==> src/rtl/sirq_pkg.sv <==
package sirq_pkg;

    typedef enum logic [2:0] {
        ST_IDLE,
        ST_REQ,
        ST_SAMPLE,
        ST_RECOVER,
        ST_TURN,
        ST_STOP
    } sirq_state_t;

    typedef enum logic {
        MODE_CONT,
        MODE_QUIET
    } sirq_mode_t;

endpackage

==> src/rtl/sirq_lowrun.sv <==
// Measures consecutive low clocks on the wire; flags the end of a run.
module sirq_lowrun #(
    parameter int CNT_W = 4
) (
    input  logic             clk,
    input  logic             rst_n,
    input  logic             line_in,
    output logic [CNT_W-1:0] run_len,
    output logic             run_end
);
    localparam logic [CNT_W-1:0] SAT = '1;

    logic [CNT_W-1:0] cnt;

    always_ff @(posedge clk or negedge rst_n) begin
        if (!rst_n) begin
            cnt <= '0;
        end else if (line_in) begin
            cnt <= '0;
        end else if (cnt != SAT) begin
            cnt <= cnt + 1'b1;
        end
    end

    assign run_len = cnt;
    assign run_end = line_in && (cnt != '0);

endmodule

==> src/rtl/sirq_slot_ctr.sv <==
// Index of the indication slot currently on the wire.
module sirq_slot_ctr #(
    parameter int N_SLOTS = 20,
    parameter int SLOT_W  = $clog2(N_SLOTS)
) (
    input  logic              clk,
    input  logic              rst_n,
    input  logic              clr,
    input  logic              adv,
    output logic [SLOT_W-1:0] slot,
    output logic              last
);
    localparam logic [SLOT_W-1:0] LAST_IDX = SLOT_W'(N_SLOTS - 1);

    always_ff @(posedge clk or negedge rst_n) begin
        if (!rst_n) begin
            slot <= '0;
        end else if (clr) begin
            slot <= '0;
        end else if (adv) begin
            slot <= slot + 1'b1;
        end
    end

    assign last = (slot == LAST_IDX);

endmodule

==> src/rtl/sirq_snapshot.sv <==
// Captures the interrupt inputs at a start frame; selects the bit for the
// current slot and flags any difference between live inputs and capture.
module sirq_snapshot #(
    parameter int N_ISA = 16,
    parameter int N_PCI = 4,
    parameter int N_SLOTS = N_ISA + N_PCI,
    parameter int SLOT_W  = $clog2(N_SLOTS)
) (
    input  logic              clk,
    input  logic              rst_n,
    input  logic              load,
    input  logic [N_ISA-1:0]  isa_irq,
    input  logic [N_PCI-1:0]  pci_int,
    input  logic [SLOT_W-1:0] slot,
    output logic              cur_bit,
    output logic              changed
);
    localparam int PAD_W = 2 ** SLOT_W;

    logic [N_SLOTS-1:0] live;
    logic [N_SLOTS-1:0] snap;
    logic [PAD_W-1:0]   padded;

    assign live = {pci_int, isa_irq};

    always_ff @(posedge clk or negedge rst_n) begin
        if (!rst_n) begin
            snap <= '0;
        end else if (load) begin
            snap <= live;
        end
    end

    always_comb begin
        padded = '0;
        padded[N_SLOTS-1:0] = snap;
    end

    assign cur_bit = padded[slot];
    assign changed = (live != snap);

endmodule

==> src/rtl/sirq_encoder.sv <==
module sirq_encoder #(
    parameter int N_ISA      = 16,
    parameter int N_PCI      = 4,
    parameter int START_MIN  = 4,
    parameter int START_MAX  = 8,
    parameter int STOP_QUIET = 2,
    parameter int STOP_CONT  = 3
) (
    input  logic             clk,
    input  logic             rst_n,
    input  logic [N_ISA-1:0] isa_irq,
    input  logic [N_PCI-1:0] pci_int,
    input  logic             line_in,
    output logic             line_oe,
    output logic             line_drv
);
    import sirq_pkg::*;

    localparam int N_SLOTS = N_ISA + N_PCI;
    localparam int SLOT_W  = $clog2(N_SLOTS);
    localparam int CNT_W   = $clog2(START_MAX + 2);

    sirq_state_t state, state_nxt;
    sirq_mode_t  mode, mode_nxt;
    logic        req_sent, req_sent_nxt;

    logic [CNT_W-1:0]  run_len;
    logic              run_end;
    logic [SLOT_W-1:0] slot;
    logic              slot_last;
    logic              slot_clr, slot_adv;
    logic              cur_bit, changed;
    logic              start_ok;

    sirq_lowrun #(.CNT_W(CNT_W)) u_lowrun (
        .clk     (clk),
        .rst_n   (rst_n),
        .line_in (line_in),
        .run_len (run_len),
        .run_end (run_end)
    );

    sirq_slot_ctr #(.N_SLOTS(N_SLOTS), .SLOT_W(SLOT_W)) u_slot (
        .clk   (clk),
        .rst_n (rst_n),
        .clr   (slot_clr),
        .adv   (slot_adv),
        .slot  (slot),
        .last  (slot_last)
    );

    sirq_snapshot #(.N_ISA(N_ISA), .N_PCI(N_PCI), .N_SLOTS(N_SLOTS),
                    .SLOT_W(SLOT_W)) u_snap (
        .clk     (clk),
        .rst_n   (rst_n),
        .load    (slot_clr),
        .isa_irq (isa_irq),
        .pci_int (pci_int),
        .slot    (slot),
        .cur_bit (cur_bit),
        .changed (changed)
    );

    // Start frame window check
    assign start_ok = run_end
                   && (run_len >= CNT_W'(START_MIN))
                   && (run_len <= CNT_W'(START_MAX));

    // State register
    always_ff @(posedge clk or negedge rst_n) begin
        if (!rst_n) begin
            state    <= ST_IDLE;
            mode     <= MODE_CONT;
            req_sent <= 1'b0;
        end else begin
            state    <= state_nxt;
            mode     <= mode_nxt;
            req_sent <= req_sent_nxt;
        end
    end

    // Next state
    always_comb begin
        state_nxt    = state;
        mode_nxt     = mode;
        req_sent_nxt = req_sent;
        slot_clr     = 1'b0;
        slot_adv     = 1'b0;
        unique case (state)
            ST_IDLE: begin
                if (start_ok) begin
                    state_nxt    = ST_SAMPLE;
                    slot_clr     = 1'b1;
                    req_sent_nxt = 1'b0;
                end else if (mode == MODE_QUIET && line_in && run_len == '0
                             && changed && !req_sent) begin
                    state_nxt = ST_REQ;
                end
            end
            ST_REQ: begin
                state_nxt    = ST_IDLE;
                req_sent_nxt = 1'b1;
            end
            ST_SAMPLE:  state_nxt = ST_RECOVER;
            ST_RECOVER: state_nxt = ST_TURN;
            ST_TURN: begin
                if (slot_last) begin
                    state_nxt = ST_STOP;
                end else begin
                    state_nxt = ST_SAMPLE;
                    slot_adv  = 1'b1;
                end
            end
            ST_STOP: begin
                if (run_end) begin
                    state_nxt = ST_IDLE;
                    if (run_len == CNT_W'(STOP_QUIET)) begin
                        mode_nxt = MODE_QUIET;
                    end else if (run_len == CNT_W'(STOP_CONT)) begin
                        mode_nxt = MODE_CONT;
                    end
                end
            end
            default: state_nxt = ST_IDLE;
        endcase
    end

    // Outputs
    always_comb begin
        line_oe  = 1'b0;
        line_drv = 1'b0;
        unique case (state)
            ST_REQ:     line_oe = 1'b1;
            ST_SAMPLE:  line_oe = cur_bit;
            ST_RECOVER: begin
                line_oe  = cur_bit;
                line_drv = cur_bit;
            end
            default: begin
                line_oe  = 1'b0;
                line_drv = 1'b0;
            end
        endcase
    end

endmodule

==> config.mk <==
export PLATFORM = sky130hd
export DESIGN_NAME = sirq_encoder
export DESIGN_NICKNAME = d
export VERILOG_FILES = /design/src/rtl/sirq_pkg.sv /design/src/rtl/sirq_lowrun.sv /design/src/rtl/sirq_slot_ctr.sv /design/src/rtl/sirq_snapshot.sv /design/src/rtl/sirq_encoder.sv
export SDC_FILE = /design/constraint.sdc
export NUM_CORES = 1
export LEC_CHECK = 0
export BUFFER_PORTS_ARGS = -buffer_cell sky130_fd_sc_hd__buf_4
export CAP_MARGIN = 20
export CORE_MARGIN = 3
export CORE_UTILIZATION = 57
export DETAILED_ROUTE_END_ITERATION = 10
export GPL_TIMING_DRIVEN = 0
export PLACE_DENSITY = 0.83
export SYNTH_ARGS = -nofsm -noshare
export SYNTH_HDL_FRONTEND = slang
export SYNTH_SLANG_ARGS = --single-unit
export TNS_END_PERCENT = 5
==> constraint.sdc <==
create_clock -name clk -period 2.6 [get_ports clk]
set_input_delay 0.78 -clock clk [delete_from_list [all_inputs] [get_ports clk]]
set_output_delay 0.78 -clock clk [all_outputs]
set_load 0.02 [all_outputs]
==> flow_summary.json <==
{
  "ys_types": 41,
  "synth-xor-area-share": 0.1082,
  "max_clock_freq_ghz": 0.3563,
  "yosysMostFrequentCell": "dfrtp_1",
  "core_area_sq_um": 3390,
  "finalSetupViolations": 2,
  "synth_fa_ha_area_frac": 0.02474,
  "period_minus_slack_ns": 2.807,
  "fin_setup_tns_ns": -0.3817,
  "max-cap-violations": 0,
  "place_hpwl_mm": 2.959,
  "drc_errors": 0,
  "seq_area_sq_um": 852.1,
  "antenna_found_initial": 0,
  "async_flop_share": 1.000,
  "yosys.area_share.simple": 0.1583,
  "ant_nets": 0,
  "path_clk_slew_ns": 0.11,
  "synth_area_sq_um": 2023,
  "grt_max_degree": 35,
  "grt.total_usage": 0.2140,
  "synth_compound_area_frac": 0.05813,
  "fin_area_sq_um": 2367,
  "cts-root-buf": "clkbuf_4",
  "worst_pin_slew_ns": 0.5676,
  "fp.dieW_microns": 65.58,
  "grt_overflow": 0,
  "multi_input_area_sq_um": 1095,
  "yosys.area.top_type_share": 0.4205,
  "cp_cell_sequence": "buf_6, and2b_2, a2111oi_2, nor4b_2, a21oi_2, a211oi_2, buf_4",
  "n_fill_cell": 252,
  "p_per_area_nw_per_um2": 996.8,
  "rsz0062_at_grt": "true",
  "syn_nets": 206,
  "fin_skew_ns": 0.01372,
  "muxShareOfSynthArea": 0.1713,
  "dr.pass1.iters": 4,
  "yosysTopAreaCell": "dfrtp_1",
  "pre_cts_slack_ns": -0.06138,
  "io_pins": 25,
  "worstHoldPathType": "in2async",
  "crit_slowest_cell": "dfrtp_2",
  "synth_edf_count": 0,
  "startpoint": "u_slot.slot[0]",
  "cpPeakStageDelay_ns": 0.42,
  "syn_area_per_cell_sq_um": 11.30,
  "wirelength_mm": 3.998,
  "first_global_vias": 1543,
  "post_drt_wl_per_cell_microns": 15.44,
  "power.leakage_uw": 0.001046,
  "hold-worst-slack_ns": 0.3686,
  "synth_common_cells": "34 x dfrtp_1, 24 x mux2_2, 16 x xor2_1",
  "endpoint_kind": "output port",
  "cts_buffers": 5,
  "ys_top_cells_by_area": "dfrtp_1 42%, mux2_2 13%, xor2_1 6.9%",
  "cts_tree": "built",
  "worstPathArrival_ns": 2.03,
  "rows": 21,
  "cts_hold_buf": 0,
  "io_buffers": 23,
  "clock_sinks": 34,
  "start_util": 0.5969,
  "clk_path_buf_depth": 2,
  "syn_to_final_growth_pct": 17.01,
  "num_vias": 1449,
  "grt_pass1_wl_mm": 6.934,
  "die_h_microns": 65.58,
  "dpl_cell_area_sq_um": 2253,
  "synth_ff_type": "dfrtp_1",
  "dieArea_sq_um": 4300,
  "violations": "negative setup slack",
  "fin_crit_sh": 1.079,
  "critPathKind": "reg2out",
  "nNetsFinal": 240,
  "required_ns": 1.82,
  "drive_gt1_frac": 0.3709,
  "status": "complete, but fails checks",
  "ir_drop_mv": 0.5073,
  "htreeDepth": 2,
  "antenna_cells": 0,
  "finalHoldViolations": 0,
  "clkLatencyLatePin_ns": 0.34,
  "ys_seq_area_frac": 0.4205,
  "dr.first_iter.drc_count": 89,
  "start_kind": "flip-flop",
  "ys_ff_latch": 34,
  "report.final.slew_viol_count": 0,
  "fin_ws_ns": -0.2066,
  "reg2reg_from": "u_lowrun.run_len[0]",
  "synth_top_family_by_area": "multiplexers",
  "syn-instance-count": 179,
  "critPathMaxFanout": 3,
  "place.gp.congestion": 0.8290,
  "viasPerCell": 5.595,
  "relSlewSlack": 0.6188,
  "ys_warn_count": 0
}
per-layer routing:
layer | up-vias | share of wire | track usage
met2 | 31 | 0.51 | 0.3552
met1 | 709 | 0.43 | 0.2629
met3 | 11 | 0.037 | 0.05470
met4 | 0 | 0.022 | 0.09067
li1 | 698 | - | -
met5 | - | 0 | 0
layout by cell type (no fill, tap or decap), types with 2 or more instances in the layout:
cell type  Yosys  final
clkbuf_4       0      5
or2b_1         2      2
buf_2          3      3
nor4bb_1       2      2
nor2_1        13     13
and2b_2        2      2
inv_1          3      3
mux2i_1        5      5
ha_1           4      4
nor3_1         3      3
buf_8          1      2
nor4_1         3      3
nand3_1       11     10
buf_6          4      4
buf_4          0     27
clkbuf_1       0      2
nand2_1        8      8
nand2b_1       2      2
o21ai_0        2      2
nand4_1        4      4
o22ai_1        2      2
dfrtp_1       34     33
xor2_1        16     16
mux2_2        24     24
xnor2_1        9      9
layout make-up:
class | count | area share
plain buffers | 9 | 0.03911
clock buffers | 7 | 0.01903
inverters | 3 | 0.004757
multi-input cells | 132 | 0.4625
flip-flops and latches | 34 | 0.3599
well taps | 46 | 0.02431
repair buffers | 28 | 0.09038
power breakdown:
group          internal, uW  switching [uW]  leakage (uW)  total (uW)
clock network           102             166     0.0000254         268
logic                   635             481      0.000595        1120
registers               741             234      0.000425         976
total                  1480             882       0.00105        2360
state kept, by name, summed over array words and instances (netlist names):
signal,flops
mode,1
req_sent,1
state,3
u_lowrun.run_len,4
u_slot.slot,5
u_snap.snap,20
worst paths after layout:
check,slack (ns),cells after the start,endpoint
worst max register to register,0.31,8,u_snap.snap[13]
min in group clk,0.51,1,mode
worst min-delay path,0.37,1,u_lowrun.run_len[0]
max in group asynchronous,1.88,1,u_slot.slot[0]
worst max-delay path,-0.21,7,line_oe
worst min register to register,0.51,1,mode
per-stage QoR:
| stage | power, uW | std cells | util |
|---|---|---|---|
| after detailed placement | 1949 | 248 | 0.6648 |
| after floorplan | 1697 | 179 | - |
| final | 2360 | 259 | 0.6984 |
| after CTS | 2357 | 259 | 0.6980 |
| after global routing | 2534 | 259 | 0.6984 |
| after global placement | 1901 | 248 | 0.6648 |
cell families (layout without fill, tap and decap cells):
group           after synthesis  after routing
fa+ha+maj                     4              4
buf+inv                      13             47
simple gates                 57             57
mux                          30             30
compound gates               16             16
xor+xnor                     25             25
flops                        34             34
timing repair:
action | in CTS | in global routing
endpoints found under the setup margin | 2 | 2
gates resized for setup | 11 | 2
cloned | 0 | 0
setup buffers | 5 | 0
pin swaps | 3 | 0
critical path, delay by kind of cell (launching register included):
family,cells,cell delay [ns]
AO/OA/AOI/OAI,3,0.66
flip-flops,1,0.42
AND/OR/NAND/NOR,2,0.31
buffers and inverters,2,0.29
Note: power is estimated with default switching activity, not from simulation.
